[config.mk]
export PLATFORM = sky130hd
export DESIGN_NAME = heartbeat_led
export DESIGN_NICKNAME = d
export VERILOG_FILES = /design/src/rtl/hb_pkg.sv /design/src/rtl/hb_divider.sv /design/src/rtl/hb_period_calc.sv /design/src/rtl/hb_beat_counter.sv /design/src/rtl/heartbeat_led.sv
export SDC_FILE = /design/constraint.sdc
export NUM_CORES = 1
export LEC_CHECK = 0
export BUFFER_PORTS_ARGS = -buffer_cell sky130_fd_sc_hd__buf_2
export CORE_ASPECT_RATIO = 1.1
export CORE_MARGIN = 5
export CORE_UTILIZATION = 55
export DETAILED_ROUTE_END_ITERATION = 10
export PLACE_DENSITY = 0.75
export SYNTH_ARGS = -nofsm -noshare
export SYNTH_HDL_FRONTEND = slang
export SYNTH_SLANG_ARGS = --single-unit
[constraint.sdc]
create_clock -name clk -period 7.6 [get_ports clk]
set_input_delay 0.38 -clock clk [delete_from_list [all_inputs] [get_ports clk]]
set_output_delay 0.38 -clock clk [all_outputs]
set_load 0.05 [all_outputs]
[src/rtl/hb_pkg.sv]
// Shared types and helpers for the heartbeat LED block.
// Assumes: nothing beyond IEEE 1800-2017 constant functions.
package hb_pkg;

    // Action the beat counter applies to the LED on a tick.
    typedef enum logic [1:0] {
        LED_HOLD = 2'd0,
        LED_SET  = 2'd1,
        LED_CLR  = 2'd2
    } led_act_e;

    // Minimum clocks between ticks so a freshly divided period is in place.
    function automatic int min_tick_gap(input int num_w);
        return num_w + 2;
    endfunction

endpackage

[src/rtl/hb_divider.sv]
// Iterative restoring divider, one quotient bit per clock.
// Computes num_i / den_i. A start pulse loads the operands and NUM_W
// iterations follow. done_o pulses for one cycle with quo_o valid.
// Assumes: den_i is non-zero and start_i is not raised while busy_o is high.
module hb_divider #(
    parameter int NUM_W = 21,
    parameter int DEN_W = 19,
    parameter int OUT_W = 7
) (
    input  logic             clk,
    input  logic             rst_n,
    input  logic             start_i,
    input  logic [NUM_W-1:0] num_i,
    input  logic [DEN_W-1:0] den_i,
    output logic             busy_o,
    output logic             done_o,
    output logic [OUT_W-1:0] quo_o
);
    localparam int IT_W = $clog2(NUM_W + 1);

    logic [DEN_W-1:0] rem_q;
    logic [NUM_W-1:0] quo_q;
    logic [DEN_W-1:0] den_q;
    logic [IT_W-1:0]  iter_q;
    logic             done_q;

    logic [DEN_W:0]   rem_sh;
    logic [DEN_W:0]   diff;
    logic             fits;

    // Trial subtraction of the divisor from the shifted partial remainder.
    always_comb begin
        rem_sh = {rem_q, quo_q[NUM_W-1]};
        diff   = rem_sh - {1'b0, den_q};
        fits   = ~diff[DEN_W];
    end

    // Operand load, per-bit iteration and completion pulse.
    always_ff @(posedge clk) begin
        if (!rst_n) begin
            rem_q  <= '0;
            quo_q  <= '0;
            den_q  <= '0;
            iter_q <= '0;
            done_q <= 1'b0;
        end else begin
            done_q <= 1'b0;
            if (start_i) begin
                rem_q  <= '0;
                quo_q  <= num_i;
                den_q  <= den_i;
                iter_q <= IT_W'(NUM_W);
            end else if (iter_q != '0) begin
                iter_q <= iter_q - IT_W'(1);
                rem_q  <= fits ? diff[DEN_W-1:0] : rem_sh[DEN_W-1:0];
                quo_q  <= {quo_q[NUM_W-2:0], fits};
                if (iter_q == IT_W'(1)) begin
                    done_q <= 1'b1;
                end
            end
        end
    end

    assign busy_o = (iter_q != '0) | done_q;
    assign done_o = done_q;
    assign quo_o  = quo_q[OUT_W-1:0];

endmodule

[src/rtl/hb_period_calc.sv]
// Beat period engine. On a wrap pulse it samples the load, forms the
// denominator DEN_K*load + DEN_C*2^FRAC_W and divides the scaled constant
// SCALE*2^FRAC_W by it. When the quotient arrives it registers
// period = quotient + BASE and offset = period / 4.
// Assumes: wrap_i is never raised while busy_o is high.
module hb_period_calc #(
    parameter int LOAD_W = 16,
    parameter int FRAC_W = 11,
    parameter int SCALE  = 672,
    parameter int DEN_K  = 5,
    parameter int DEN_C  = 7,
    parameter int BASE   = 30,
    parameter int NUM_W  = 21,
    parameter int DEN_W  = 19,
    parameter int PER_W  = 7
) (
    input  logic              clk,
    input  logic              rst_n,
    input  logic              wrap_i,
    input  logic [LOAD_W-1:0] load_i,
    output logic [PER_W-1:0]  period_o,
    output logic [PER_W-1:0]  offset_o,
    output logic              busy_o,
    output logic              upd_o
);
    localparam logic [NUM_W-1:0] NUM_CONST = NUM_W'(SCALE * (2 ** FRAC_W));
    localparam logic [DEN_W-1:0] DEN_BIAS  = DEN_W'(DEN_C * (2 ** FRAC_W));

    logic [DEN_W-1:0] den;
    logic [PER_W-1:0] quo;
    logic             div_done;
    logic [PER_W-1:0] per_new;
    logic [PER_W-1:0] period_q;
    logic [PER_W-1:0] offset_q;

    // Denominator from the load value present on the wrap edge.
    always_comb begin
        den = DEN_W'(DEN_K) * DEN_W'(load_i) + DEN_BIAS;
    end

    hb_divider #(
        .NUM_W (NUM_W),
        .DEN_W (DEN_W),
        .OUT_W (PER_W)
    ) div_i (
        .clk     (clk),
        .rst_n   (rst_n),
        .start_i (wrap_i),
        .num_i   (NUM_CONST),
        .den_i   (den),
        .busy_o  (busy_o),
        .done_o  (div_done),
        .quo_o   (quo)
    );

    // New period from the quotient plus the floor.
    always_comb begin
        per_new = quo + PER_W'(BASE);
    end

    // Period and second-flash offset registers.
    always_ff @(posedge clk) begin
        if (!rst_n) begin
            period_q <= '0;
            offset_q <= '0;
        end else if (div_done) begin
            period_q <= per_new;
            offset_q <= per_new >> 2;
        end
    end

    assign period_o = period_q;
    assign offset_o = offset_q;
    assign upd_o    = div_done;

endmodule

[src/rtl/hb_beat_counter.sv]
// Tick-driven beat counter and LED register. The counter steps 0..period
// and wraps. The LED is set when the counter lands on 0 or on the offset
// and cleared when it lands on ON_TICKS or offset+ON_TICKS. Set wins.
// Assumes: period_i and offset_i are stable on any tick.
module hb_beat_counter
    import hb_pkg::*;
#(
    parameter int PER_W    = 7,
    parameter int ON_TICKS = 7
) (
    input  logic             clk,
    input  logic             rst_n,
    input  logic             tick_i,
    input  logic [PER_W-1:0] period_i,
    input  logic [PER_W-1:0] offset_i,
    output logic             wrap_o,
    output logic [PER_W-1:0] cnt_o,
    output logic             led_o
);
    logic [PER_W-1:0] cnt_q;
    logic [PER_W-1:0] cnt_nxt;
    logic [PER_W:0]   off_end;
    logic             led_q;
    led_act_e         act;

    // Wrap decision and next count value.
    always_comb begin
        wrap_o  = tick_i && (cnt_q >= period_i);
        cnt_nxt = wrap_o ? '0 : cnt_q + PER_W'(1);
        off_end = {1'b0, offset_i} + (PER_W+1)'(ON_TICKS);
    end

    // LED action for the count the tick is about to produce.
    always_comb begin
        if (cnt_nxt == '0 || cnt_nxt == offset_i) begin
            act = LED_SET;
        end else if (cnt_nxt == PER_W'(ON_TICKS) || {1'b0, cnt_nxt} == off_end) begin
            act = LED_CLR;
        end else begin
            act = LED_HOLD;
        end
    end

    // Counter and LED registers, advanced only on ticks.
    always_ff @(posedge clk) begin
        if (!rst_n) begin
            cnt_q <= '0;
            led_q <= 1'b0;
        end else if (tick_i) begin
            cnt_q <= cnt_nxt;
            case (act)
                LED_SET: led_q <= 1'b1;
                LED_CLR: led_q <= 1'b0;
                default: led_q <= led_q;
            endcase
        end
    end

    assign cnt_o = cnt_q;
    assign led_o = led_q;

endmodule

[src/rtl/heartbeat_led.sv]
// Top of the load-dependent heartbeat LED. Joins the beat counter with
// the period engine. A wrap from the counter starts a new period calculation.
// Assumes: ticks are at least hb_pkg::min_tick_gap(NUM_W) clocks apart.
module heartbeat_led #(
    parameter int LOAD_W     = 16,
    parameter int FRAC_W     = 11,
    parameter int SCALE      = 672,
    parameter int DEN_K      = 5,
    parameter int DEN_C      = 7,
    parameter int BASE_TICKS = 30,
    parameter int ON_TICKS   = 7
) (
    input  logic              clk,
    input  logic              rst_n,
    input  logic              tick_i,
    input  logic [LOAD_W-1:0] load_i,
    output logic              led_o
);
    localparam int NUM_VAL = SCALE * (2 ** FRAC_W);
    localparam int NUM_W   = $clog2(NUM_VAL + 1);
    localparam int DEN_W   = $clog2(DEN_K * (2 ** LOAD_W) + DEN_C * (2 ** FRAC_W) + 1);
    localparam int PER_W   = $clog2(SCALE / DEN_C + BASE_TICKS + 1);

    logic             wrap;
    logic [PER_W-1:0] cnt;
    logic [PER_W-1:0] period;
    logic [PER_W-1:0] offset;
    logic             calc_busy;
    logic             period_upd;

    hb_beat_counter #(
        .PER_W    (PER_W),
        .ON_TICKS (ON_TICKS)
    ) beat_i (
        .clk      (clk),
        .rst_n    (rst_n),
        .tick_i   (tick_i),
        .period_i (period),
        .offset_i (offset),
        .wrap_o   (wrap),
        .cnt_o    (cnt),
        .led_o    (led_o)
    );

    hb_period_calc #(
        .LOAD_W (LOAD_W),
        .FRAC_W (FRAC_W),
        .SCALE  (SCALE),
        .DEN_K  (DEN_K),
        .DEN_C  (DEN_C),
        .BASE   (BASE_TICKS),
        .NUM_W  (NUM_W),
        .DEN_W  (DEN_W),
        .PER_W  (PER_W)
    ) calc_i (
        .clk      (clk),
        .rst_n    (rst_n),
        .wrap_i   (wrap),
        .load_i   (load_i),
        .period_o (period),
        .offset_o (offset),
        .busy_o   (calc_busy),
        .upd_o    (period_upd)
    );

endmodule

# Word level (Yosys, flattened, before mapping)
# Index checks and enable logic that the tools add are counted.
[totals]
ff_bits = 85
in_bits = 19
elab_cells = 48
[op_classes]
n_addsub = 6
multipliers = 1
order_cmp = 1
n_eq_ne = 6
n_mux = 10
bitwise_logic = 3
n_reduce_logical = 10
[ops]
columns = ["cell", "n"]
rows = [
  ["21-bit 2-to-1 mux", 2],
  ["20-bit by 19-bit subtractor with 20-bit output", 1],
  ["19-bit by 14-bit adder with 19-bit output (second input constant)", 1],
  ["3-bit by 16-bit multiplier with 19-bit output (first input constant)", 1],
  ["19-bit 2-to-1 mux", 1],
  ["5-bit 2-to-1 mux", 2],
  ["7-bit by 8-bit == test with 1-bit output", 1],
  ["7-bit by 1-bit adder with 7-bit output (second input constant)", 1],
  ["7-bit by 5-bit adder with 7-bit output (second input constant)", 1],
  ["7-bit by 3-bit == test with 1-bit output (second input constant)", 1],
  ["7-bit by 5-bit == test with 1-bit output", 1],
  ["7-bit greater-or-equal comparator", 1],
  ["7-bit logical NOT", 1],
  ["7-bit 2-to-1 mux", 1],
  ["5-bit by 3-bit adder with 6-bit output (second input constant)", 1],
  ["5-bit by 1-bit == test with 1-bit output (second input constant)", 1],
  ["5-bit nonzero test", 1],
  ["5-bit by 1-bit subtractor with 5-bit output (second input constant)", 1],
  ["2-bit 2-to-1 mux", 2],
  ["2-bit nonzero test", 2],
  ["1-bit inverter", 3],
  ["3-bit OR reduction", 1],
  ["2-bit by 1-bit == test with 1-bit output (second input constant)", 1],
  ["2-bit == test (second input constant)", 1],
  ["6 further kinds", 7],
]

# Longest topological paths before layout
# Gate-level depths: netlist of the first run.
[depth]
depth_word = 10
ltp_mapped = 14
depth_no_buf = 14

# Hierarchy
# A second synthesis of the first run with hierarchy kept.
[unflattened]
cells_unflattened = 782
area_unflattened_um2 = 6720.2
[by_module_without_submodules]
columns = ["mod", "n_inst", "cells_per_inst", "area_per_inst_um2"]
rows = [
  ["hb_divider", 1, 464, 4073.9],
  ["hb_period_calc", 1, 156, 1395.1],
  ["hb_beat_counter", 1, 162, 1251.2],
]

# Least setup slack after synthesis of the first run
# OpenSTA, ideal clock, no wires.
[synth_path]
path_type = "in2reg"
startpoint = "input port load_i[2]"
endpoint = "register calc_i.div_i.den_q[16]"
arrival_time_ns = 3.118
t_required_ns = 7.484
setup_slack_ns = 4.366
cell_stages = 13
n_path_buf = 0
cell_sequence = "ha_1 ha_1 ha_1 fa_1 a21o_1 a21oi_1 o21bai_1 a21oi_1 o21bai_1 a21oi_1 o21ai_1 or3_1 a41o_1"
[synth_between]
elab_chain_cells = 2
[synth_lines]
columns = ["element", "line", "source"]
rows = [
  ["start: declaration", "heartbeat_led.sv:16", "input logic [LOAD_W-1:0] load_i,"],
  ["3-bit by 16-bit multiplier with 19-bit output", "hb_period_calc.sv:38", "den = DEN_W'(DEN_K) * DEN_W'(load_i) + DEN_BIAS;"],
  ["19-bit by 14-bit adder with 19-bit output", "hb_period_calc.sv:38", ""],
  ["end signal: assignment", "hb_divider.sv:51", "den_q <= den_i;"],
  ["end: declaration", "hb_divider.sv:23", "logic [DEN_W-1:0] den_q;"],
]
# No other way between the ends.
# A chain may end at the register's enable or synchronous reset.

# Final worst setup path of the first run
[layout_path]
startpoint = "register beat_i.cnt_q[0] (netlist: beat_i.cnt_o[0])"
endpoint = "register calc_i.div_i.rem_q[15]"
[layout_between]
elab_chain_cells = 3
[layout_lines]
columns = ["element", "line", "source"]
rows = [
  ["start: declaration", "hb_beat_counter.sv:20", "logic [PER_W-1:0] cnt_q;"],
  ["start signal: assignment", "hb_beat_counter.sv:50", "cnt_q <= cnt_nxt;"],
  ["7-bit greater-or-equal comparator", "hb_beat_counter.sv:28", "wrap_o = tick_i && (cnt_q >= period_i);"],
  ["1-bit logical AND", "hb_beat_counter.sv:28", ""],
  ["2-bit OR reduction (no line)", "-", ""],
  ["end signal: assignment", "hb_divider.sv:55", "rem_q <= fits ? diff[DEN_W-1:0] : rem_sh[DEN_W-1:0];"],
  ["end: declaration", "hb_divider.sv:21", "logic [DEN_W-1:0] rem_q;"],
]
# No other way between the ends.

==> key figures, run 1 <==
STA
  • Setup TNS: 0 ns
  • Clock skew: 0.0102 ns
  • Final Setup Violations: 0
  • Fin crit period: 3.74 ns
  • Max-slew violation total from the final report: 0
  • Least-Margin Pin Slew: 0.916 ns
  • RSZ-0062 raised after global routing: no
  • Rel. slew slack: 0.387
  • Max frequency: 0.268 GHz
  • Final Hold Viols: 0
  • Fin worst setup slack: 3.86 ns
  • Final Cycle Share: 0.492

Detailed routing
  • Via/cell ratio: 5.82
  • Wire length on met2: 5.62 mm
  • Initial drt markers: 225
  • Wl on met1: 5.67 mm
  • Wire per inst: 14.5 um
  • Final ANT Viol Nets: 0
  • WL final: 12.1 mm
  • Top Layer Used: met4
  • Pre-Repair DR Iteration Count: 5
  • Vias: 4,837
  • Met3 wire len: 561 um
  • # DRC: 0

Place
  • HPWL after DPL: 8.91 mm
  • Routability cong.: 0.944
  • Setup WS pre-CTS: 3.88 ns
  • PortBufs: 19

Pwr
  • Peak supply drop: 182 uV
  • Total power per unit cell area: 383 nW/um2
  • Pleak: 2.64 nW

Cells and area
  • Area Overhead vs Synth: 8.10%
  • Share of cells above drive strength 1: 0.0692
  • Nets: 794
  • Fillers: 913
  • N_diodes: 0

Critical path
  • Maximum fanout along the worst path: 38
  • RR Endpoint: calc_i.div_i.rem_q[15]
  • Setup crit end kind: register
  • Setup slack, reg-to-reg: 3.86 ns
  • Critical Path Source: beat_i.cnt_o[0]
  • Crit path DAT: 4.01 ns
  • Cells on worst reg2reg path: 12
  • CP peak stage delay: 0.58 ns
  • WP data required: 7.87 ns
  • Slowest CP cell: nand2_1
  • Crit Path Category: reg2reg
  • Crit Reg-Reg Startpoint: beat_i.cnt_o[0]
  • Family with the most delay on the worst path: simple AND/OR/NAND/NOR gates
  • Number of cells on the critical path: 12
  • CP Buf/Inv Count: 3
  • Startpoint Class: register
  • End of the critical path: calc_i.div_i.rem_q[15]
  • Crit-path cells: inv_1, ha_1, nand2b_1, a2111oi_0, o41ai_1, buf_4, nand2_1, buf_4, nand2_1, nor2_1, o21ai_0, o21ai_1

Synthesis
  • Mapped Nets: 786
  • Asr flop ratio synth: 0
  • Post-synth EDFFs: 0
  • Yosys top cell area share: 0.281
  • Synthesized area per cell: 8.20 um2
  • Netlist Area Pre-Place: 5700 um2
  • Top_reg_cell synth: dfxtp_1
  • Sequential-to-total area share from yosys stat: 0.281
  • Top cells by area, synth: dfxtp_1, ha_1, nand2_1, a21oi_1, xnor2_1
  • Synth Register Bits: 80
  • Synth unique cells: 60
  • Yosys warnings: 0
  • Synthesized instance count: 695
  • Yosys top cell by area: dfxtp_1

Clock network
  • Clk slew on worst S/H paths: 0.06 ns
  • Total setup buffers inserted after CTS: 0
  • Deepest clock path buffer count: 2
  • CTS tree: built
  • Total clock sinks: 80
  • Worst skew pair latency: 0.35 ns
  • Hold_buf cts: 0
  • Clock H-tree levels: 3
  • Clock buffer count from CTS: 9
  • Root buffer cell: clkbuf_16
  • Resize count post-CTS: 0

Die
  • Die H: 117 um
  • Initial core utilization: 0.556
  • DIE AREA: 12,500 um2
  • Ports: 20
  • Die Wd: 107 um
  • Core Footprint: 10,200 um2
  • FP Rows: 39

Global routing
  • Vias in the first global route: 4,599
  • Initial antenna violation count: 0
  • Grt total ovfl: 0
  • Largest net degree at the start of global routing: 41
  • First-pass GRT wire length: 20.5 mm
  • Gr usage total: 0.199

Worst hold path
  • Hold Crit Class: in2reg

Outcome
  • Status: completed

Job
  • Max-Cap Viols: 0
[placed cells by master, fill, tap and decap left out, types with 3 or more instances in the layout]
master and count:
nand2_1 100, dfxtp_1 80, ha_1 67, a21oi_1 56, inv_1 51, o21ai_0 43
nor2_1 31, xnor2_1 31, mux2i_1 23, buf_2 19, a21o_1 13, nor3_1 13
and2_1 13, xor2_1 13, nor2b_1 11, a21boi_0 11, nand3_1 11, clkbuf_16 9
a31oi_1 8, o21a_1 7, o211a_1 6, o41ai_1 6, buf_4 6, and3_1 5
a211oi_1 5, o21bai_1 5, o211ai_1 5, fa_1 5, o21ai_1 4, nor4_1 3
o31a_1 3
[sequential cells by signal, summed over array words and instances, names as in the netlist]
name                 cells
beat_i.cnt_o             7
beat_i.led_o             1
calc_i.div_i.den_q      19
calc_i.div_i.done_o      1
calc_i.div_i.iter_q      5
calc_i.div_i.quo_q      21
calc_i.div_i.rem_q      19
calc_i.period_o          7
[kinds of logic (layout without fill, tap and decap cells)]
kind of cell	after synthesis	after routing	synth area share
adder cells (fa/ha/maj)	72	72	0.165
AND/OR/NAND/NOR	198	198	0.157
flip-flops	80	80	0.281
buffers and inverters	79	92	0.0549
multiplexers	23	23	0.0404
XOR/XNOR	45	45	0.0704
AO/OA/AOI/OAI	198	198	0.232
[stage by stage]
step | cells | utilization | cell area, um2 | hold WS [ns] | power (mW)
after detailed placement | 815 | 0.573 | 5870 | 0.449 | 1.92
after global placement | 815 | 0.573 | 5870 | 0.439 | 1.87
final | 831 | 0.601 | 6160 | 0.309 | 2.36
after global routing | 831 | 0.601 | 6160 | 0.328 | 2.54
after CTS | 831 | 0.601 | 6160 | 0.299 | 2.35
after floorplan | 695 | - | 5700 | 0.429 | 1.69
[layout make-up]
cell class,count,area (um2),share of cell area
multi-input cells,536,3790,0.614
repair buffers,25,140,0.0227
clock inverters,6,50.0,0.00812
well taps,123,154,0.0250
clock buffers,10,239,0.0388
inverters,51,191,0.0311
flip-flops and latches,80,1600,0.260
[Yosys cell counts (3+ instances only)]
master	instances
o41ai_1	6
nor3_1	13
o211ai_1	5
fa_1	5
xnor2_1	31
nor2_1	31
dfxtp_1	80
a21o_1	13
clkbuf_1	23
o21bai_1	5
xor2_1	13
nor2b_1	11
a31oi_1	8
o31a_1	3
a21oi_1	56
o21a_1	7
a21boi_0	11
o211a_1	6
a211oi_1	5
nand2_1	100
mux2i_1	23
and2_1	13
inv_1	51
nor4_1	3
and3_1	5
ha_1	67
o21ai_0	43
nand3_1	11
o21ai_1	4
[power breakdown]
part | switching (mW) | internal [mW] | total, mW
Combinational | 0.783 | 0.588 | 1.37
Sequential | 0.0679 | 0.501 | 0.568
Clock | 0.187 | 0.235 | 0.422
Total | 1.04 | 1.32 | 2.36
[routing by layer]
| metal | vias to the layer above | track usage |
|---|---|---|
| li1 | 2461 | - |
| met1 | 2230 | 0.257 |
| met2 | 127 | 0.334 |
| met3 | 19 | 0.0340 |
| met4 | 0 | 0.0725 |
| met5 | - | 0 |
[worst register-to-register path, cell delays in order (launching register included)]
cell and delay (ns):
dfxtp_1 0.50, inv_1 0.16, ha_1 0.30, nand2b_1 0.13, a2111oi_0 0.46, o41ai_1 0.13, buf_4 0.19, nand2_1 0.08
buf_4 0.34, nand2_1 0.59, nor2_1 0.50, o21ai_0 0.15, o21ai_1 0.15
[worst min-delay path by stage]
stage | end | from | depth (start not counted) | slack (ns)
3_5_place_dp | calc_i.div_i.quo_q[11] | calc_i.div_i.quo_q[11] | 2 | 0.45
3_3_place_gp | calc_i.div_i.quo_q[12] | calc_i.div_i.quo_q[12] | 2 | 0.44
5_1_grt | calc_i.div_i.den_q[0] | load_i[0] | 3 | 0.33
4_1_cts | calc_i.div_i.den_q[0] | load_i[0] | 3 | 0.30
2_1_floorplan | calc_i.div_i.quo_q[19] | calc_i.div_i.quo_q[19] | 2 | 0.43
6_report | calc_i.div_i.den_q[0] | load_i[0] | 3 | 0.31
No activity file was read; power rests on OpenSTA's default activity.
==> run 2, diff against run 1 <==
--- a/config.mk
+++ b/config.mk
@@ -10,7 +10,7 @@
 export CORE_MARGIN = 5
 export CORE_UTILIZATION = 55
 export DETAILED_ROUTE_END_ITERATION = 10
-export PLACE_DENSITY = 0.75
+export PLACE_DENSITY = 0.78
 export SYNTH_ARGS = -nofsm -noshare
 export SYNTH_HDL_FRONTEND = slang
 export SYNTH_SLANG_ARGS = --single-unit
==> constraint.sdc (replaced) <==
create_clock -name clk -period 3.05 [get_ports clk]
set_input_delay 0.1525 -clock clk [delete_from_list [all_inputs] [get_ports clk]]
set_output_delay 0.1525 -clock clk [all_outputs]
set_load 0.05 [all_outputs]
==> run 2 against run 1 <==
Effect of this change:
- total power increased to 2.6 times the previous value
- maximum frequency rose by 31%
- via count rose by 0.83%
- combinational power grew to 2.6 times the previous value
- final cell count increased by 1.6%
- highest routed layer unchanged
- flip-flop and latch count unchanged
- sequential power up 150%
- routed wire length increased by 2.6%
- global-route usage grew 0.57 points
- worst hold slack worse by 0.18 ns
- clock power rose to 2.9 times the previous value
- sequential share of layout area shrank 0.71 points
==> key figures, run 2 (synthesis results as in run 1) <==
STA
  • Max-slew violation total from the final report: 0 (unchanged)
  • Clock skew: 0.0103 ns (+0.0000633 ns)
  • Least-Margin Pin Slew: 0.882 ns (-0.0340 ns)
  • Max frequency: 0.350 GHz (+31%)
  • Min Hold Slack: 0.125 ns (-0.183 ns)
  • Fin worst setup slack: 0.193 ns (-3.67 ns)
  • Rel. slew slack: 0.410 (+0.0227)
  • Fin crit period: 2.86 ns (-0.880 ns)
  • Final Setup Violations: 0 (unchanged)
  • Final Cycle Share: 0.937 (+0.445)
  • Setup TNS: 0 ns (unchanged)
  • Final Hold Viols: 0 (unchanged)

Detailed routing
  • WL final: 12.4 mm (+2.6%)
  • Pre-Repair DR Iteration Count: 4 (-1)
  • Vias: 4,877 (+0.83%)
  • Via/cell ratio: 5.78 (-0.73%)
  • Initial drt markers: 249 (+11%)
  • # DRC: 0 (unchanged)
  • Final ANT Viol Nets: 0 (unchanged)
  • Wire per inst: 14.7 um (+1.0%)

Cells and area
  • Fillers: 878 (-3.8%)
  • Area Overhead vs Synth: 11.1%
  • Post-route cell area: 6340 um2 (+2.8%)
  • Most frequent cells in the layout: nand2_1, dfxtp_1, ha_1, a21oi_1, inv_1
  • Max reg flops: 21 (unchanged)
  • Layout Cells excl Fill: 844 (+1.6%)
  • N_diodes: 0 (unchanged)
  • Top reg by flops: calc_i.div_i.quo_q
  • Nets: 807 (+1.6%)
  • Biggest regs: calc_i.div_i.quo_q: 21 flops, calc_i.div_i.den_q: 19 flops, calc_i.div_i.rem_q: 19 flops
  • Share of cells above drive strength 1: 0.0915 (+0.0223)
  • Commonest non-fill, non-tap cell in the layout: nand2_1

Clock network
  • Total clock sinks: 80 (unchanged)
  • Worst skew pair latency: 0.34 ns (about the same)
  • Clock H-tree levels: 3 (unchanged)
  • CTS tree: built
  • Root buffer cell: clkbuf_16
  • Clk slew on worst S/H paths: 0.06 ns (about the same)
  • Clock buffer count from CTS: 9 (unchanged)
  • Deepest clock path buffer count: 2 (unchanged)

Critical path
  • Startpoint Class: register
  • Crit path DAT: 3.11 ns (-0.90 ns)
  • CP peak stage delay: 0.43 ns (-0.15 ns)
  • Family with the most delay on the worst path: compound AO/OA/AOI/OAI gates
  • Maximum fanout along the worst path: 3 (-92%)
  • WP data required: 3.30 ns (-4.57 ns)
  • CP Buf/Inv Count: 1 (-2)
  • Crit Path Category: reg2reg
  • Setup crit end kind: register
  • Crit-path cells: inv_1, ha_1, fa_1, nor2b_1, o31a_1, o41ai_2, o21ba_2, nor2_1, a41oi_1, xnor2_1, mux2i_1, a211oi_1
  • Slowest CP cell: fa_1

Place
  • Setup WS pre-CTS: -0.169 ns (-4.05 ns)
  • DP Cell Count: 828 (+1.6%)
  • PortBufs: 19 (unchanged)
  • Routability cong.: 0.882 (-6.6%)
  • DP Area: 5980 um2 (+1.9%)
  • HPWL after DPL: 9.18 mm (+3.0%)

Die
  • Die Wd: 107 um (unchanged)
  • Core Footprint: 10,200 um2 (unchanged)
  • Initial core utilization: 0.556 (unchanged)
  • Die H: 117 um (unchanged)
  • Ports: 20 (unchanged)
  • FP Rows: 39 (unchanged)
  • DIE AREA: 12,500 um2 (unchanged)

Global routing
  • Vias in the first global route: 4,868 (+5.8%)
  • Largest net degree at the start of global routing: 41 (unchanged)
  • Gr usage total: 0.204 (+0.00569)
  • First-pass GRT wire length: 21.4 mm (+4.3%)
  • Initial antenna violation count: 0 (unchanged)
  • Grt total ovfl: 0 (unchanged)

Pwr
  • Pleak: 2.74 nW (+3.6%)
  • Peak supply drop: 445 uV (+140%)
  • Total power per unit cell area: 979 nW/um2 (+160%)

Outcome
  • Status: completed

Job
  • Max-Cap Viols: 0 (unchanged)

Worst hold path
  • Hold Crit Class: in2reg
[run 2: area by class of cell]
type	count	area, um2	share of cell area
Multi-Input combinational cell	536	3810	0.601
Sequential cell	80	1600	0.253
Timing Repair Buffer	38	250	0.0395
Clock buffer	9	225	0.0355
Inverter	51	191	0.0302
Tap cell	123	154	0.0243
Clock inverter	7	109	0.0172
[run 2: metal layers]
layer	wire, um	global-route usage	part of all wire	vias to the layer above
met3	354	0.0170	0.029	28
met5	0	0	0	-
met1	5710	0.256	0.46	2272
met2	6000	0.363	0.49	92
met4	303	0.0844	0.024	0
li1	-	-	-	2485
[run 2: repair_timing]
item / CTS / global route
setup endpoints to repair: 0 / 4
buffers inserted: 0 / 0
resized for setup: 0 / 4
hold buffers: 0 / 0
[run 2: final timing paths]
kind | startpoint | to | slack [ns] | cells past startpoint
hold reg to reg | calc_i.div_i.quo_q[11] | calc_i.div_i.quo_q[11] | 0.45 | 2
setup / recovery | calc_i.div_i.quo_q[20] | calc_i.div_i.rem_q[16] | 0.19 | 12
hold / removal | load_i[0] | calc_i.div_i.den_q[0] | 0.13 | 3
setup reg to reg | calc_i.div_i.quo_q[20] | calc_i.div_i.rem_q[16] | 0.19 | 12
[run 2: metrics by stage]
stage                     total power, mW  utilization
after global routing                 6.67        0.618
after global placement               4.78        0.584
final                                6.21        0.618
after CTS                            6.17        0.617
after floorplan                      4.21            -
after detailed placement             4.94        0.584
[run 2: tightest hold or removal path, cell delays in order]
cell and delay (ns):
buf_2 0.12, nand2_1 0.06, a21boi_0 0.08
[run 2: report_power, final]
group / switching, mW / leakage [nW] / internal, mW
sequential: 0.161 / 0.653 / 1.25
clock: 0.475 / 0.164 / 0.736
combinational: 2.01 / 1.92 / 1.58
==> run 3, diff against run 2 <==
--- a/config.mk
+++ b/config.mk
@@ -6,11 +6,11 @@
 export NUM_CORES = 1
 export LEC_CHECK = 0
 export BUFFER_PORTS_ARGS = -buffer_cell sky130_fd_sc_hd__buf_2
-export CORE_ASPECT_RATIO = 1.1
 export CORE_MARGIN = 5
 export CORE_UTILIZATION = 55
 export DETAILED_ROUTE_END_ITERATION = 10
 export PLACE_DENSITY = 0.78
+export SETUP_SLACK_MARGIN = 0.15
 export SYNTH_ARGS = -nofsm -noshare
 export SYNTH_HDL_FRONTEND = slang
 export SYNTH_SLANG_ARGS = --single-unit
==> run 3 against run 2 <==
Effect of this change:
- critical path depth is 2 lower
- utilization barely moved
- flip-flop and latch count unchanged
- sequential share of layout area rose by 0.075 points
- non-clock buffer count is 3 higher
- total power shrank 2.7%
- maximum frequency up 2.5%
==> key figures, run 3 (synthesis results as in run 1) <==
Detailed routing
  • WL final: 12.3 mm (-0.72%)
  • Vias: 4,835 (-0.86%)
  • Via/cell ratio: 5.63 (-2.6%)
  • Final ANT Viol Nets: 0 (unchanged)
  • # DRC: 0 (unchanged)
  • Wire per inst: 14.3 um (-2.5%)
  • Pre-Repair DR Iteration Count: 5 (+1)
  • Initial drt markers: 254 (+2.0%)

Place
  • Setup WS pre-CTS: -0.00840 ns (+0.161 ns)
  • DP Area: 6010 um2 (+0.46%)
  • Routability cong.: 0.907 (+2.8%)
  • HPWL after DPL: 9.03 mm (-1.6%)
  • PortBufs: 19 (unchanged)
  • DP Cell Count: 841 (+1.6%)

Clock network
  • Clock H-tree levels: 3 (unchanged)
  • Root buffer cell: clkbuf_8
  • Clock buffer count from CTS: 9 (unchanged)
  • Worst skew pair latency: 0.37 ns (+0.03 ns)
  • Hold_buf cts: 0 (unchanged)
  • Clk slew on worst S/H paths: 0.09 ns (+0.03 ns)
  • Deepest clock path buffer count: 2 (unchanged)
  • CTS tree: built
  • Total clock sinks: 80 (unchanged)

STA
  • Setup TNS: 0 ns (unchanged)
  • Least-Margin Pin Slew: 0.836 ns (-0.0460 ns)
  • Clock skew: 0.0165 ns (+0.00623 ns)
  • Fin crit period: 2.79 ns (-0.0689 ns)
  • Final Setup Violations: 0 (unchanged)
  • RSZ-0062 raised after global routing: no
  • Rel. slew slack: 0.441 (+0.0308)
  • Max-slew violation total from the final report: 0 (unchanged)
  • Fin worst setup slack: 0.262 ns (+0.0689 ns)
  • Final Cycle Share: 0.914 (-0.0226)
  • Final Hold Viols: 0 (unchanged)
  • Max frequency: 0.359 GHz (+2.5%)

Pwr
  • Peak supply drop: 412 uV (-7.3%)
  • Total power per unit cell area: 955 nW/um2 (-2.5%)
  • Pleak: 2.71 nW (-0.99%)

Die
  • Core Footprint: 10,200 um2 (-0.16%)
  • DIE AREA: 12,500 um2 (about the same)
  • Initial core utilization: 0.557 (+0.000885)
  • Die Wd: 112 um (+4.4%)
  • Die H: 112 um (-4.3%)
  • FP Rows: 37 (-5.1%)
  • Ports: 20 (unchanged)

Cells and area
  • Post-route cell area: 6320 um2 (-0.22%)
  • N_diodes: 0 (unchanged)
  • Max reg flops: 21 (unchanged)
  • Layout Cells excl Fill: 859 (+1.8%)
  • Final core utilization: 0.618 (about the same)
  • Most frequent cells in the layout: nand2_1, dfxtp_1, ha_1, a21oi_1, inv_1
  • Area Overhead vs Synth: 10.9%
  • Share of cells above drive strength 1: 0.104 (+0.0122)
  • Nets: 810 (+0.37%)
  • Commonest non-fill, non-tap cell in the layout: nand2_1
  • Top reg by flops: calc_i.div_i.quo_q
  • Biggest regs: calc_i.div_i.quo_q: 21 flops, calc_i.div_i.den_q: 19 flops, calc_i.div_i.rem_q: 19 flops

Outcome
  • Status: completed

Critical path
  • Setup crit end kind: register
  • Startpoint Class: register
  • WP data required: 3.29 ns (about the same)
  • Crit path DAT: 3.02 ns (-0.09 ns)
  • Maximum fanout along the worst path: 10 (+7)
  • Crit Path Category: reg2reg

Global routing
  • Grt total ovfl: 0 (unchanged)
  • Gr usage total: 0.198 (-0.00617)
  • Vias in the first global route: 4,735 (-2.7%)
  • Initial antenna violation count: 0 (unchanged)
  • Largest net degree at the start of global routing: 53 (+29%)
  • First-pass GRT wire length: 21.1 mm (-1.1%)

Job
  • Max-Cap Viols: 0 (unchanged)

Worst hold path
  • Hold Crit Class: in2reg
-- run 3: changes by cell type in the layout (fill, tap and decap cells not counted), sizes merged --
cell / change
clkbuf: +3
clkinvlp: +1
inv: -2
bufinv: -1
buf: +1
-- run 3: critical path, cell delays in order, from the launching register on --
cell and delay, ns:
dfxtp_1 0.34, ha_1 0.39, a21o_1 0.21, a21o_1 0.23, a221oi_4 0.36, o21ai_4 0.11, a31o_4 0.27, xor2_4 0.25
clkbuf_16 0.22, mux2i_1 0.20, a21oi_1 0.08
-- run 3: metal layers --
metal | global-route usage | part of all wire
met5 | 0 | 0
met4 | 0.0884 | 0.017
met3 | 0.0255 | 0.040
met2 | 0.324 | 0.47
met1 | 0.261 | 0.47
-- run 3: final timing paths --
| path | to | slack [ns] | start | cells past startpoint |
|---|---|---|---|---|
| worst max-delay path | calc_i.div_i.rem_q[2] | 0.26 | calc_i.div_i.rem_q[7] | 10 |
| worst min-delay path | calc_i.div_i.den_q[0] | 0.05 | load_i[0] | 3 |
| worst max register to register | calc_i.div_i.rem_q[2] | 0.26 | calc_i.div_i.rem_q[7] | 10 |
| worst min register to register | calc_i.div_i.quo_q[9] | 0.46 | calc_i.div_i.quo_q[9] | 2 |
-- run 3: what timing repair did --
action | in CTS | in global routing
endpoints found under the setup margin | 0 | 13
endpoints found under the hold margin | 0 | 0
gates resized for setup | 0 | 10
buffers inserted | 0 | 1
-- run 3: through the flow --
stage                     power [mW]  hold WS (ns)
after floorplan                 4.21         0.300
after global placement          4.78         0.433
after detailed placement        4.92         0.436
after CTS                       5.74        0.0418
after global routing            6.51        0.0822
final                           6.04        0.0547
-- run 3: final cells by class --
cell class	count	area [um2]
Fill cell	875	3910
Multi-Input combinational cell	536	3850
Sequential cell	80	1600
Timing Repair Buffer	41	308
Inverter	51	191
Tap cell	136	170
Clock buffer	10	138
Clock inverter	5	63.8
-- run 3: report_power, final --
part | leakage (nW) | switching, mW | total (mW) | internal [mW]
Clock | 0.0994 | 0.399 | 0.802 | 0.403
Sequential | 0.654 | 0.165 | 1.41 | 1.25
Combinational | 1.96 | 2.05 | 3.82 | 1.77
Total | 2.71 | 2.62 | 6.04 | 3.42
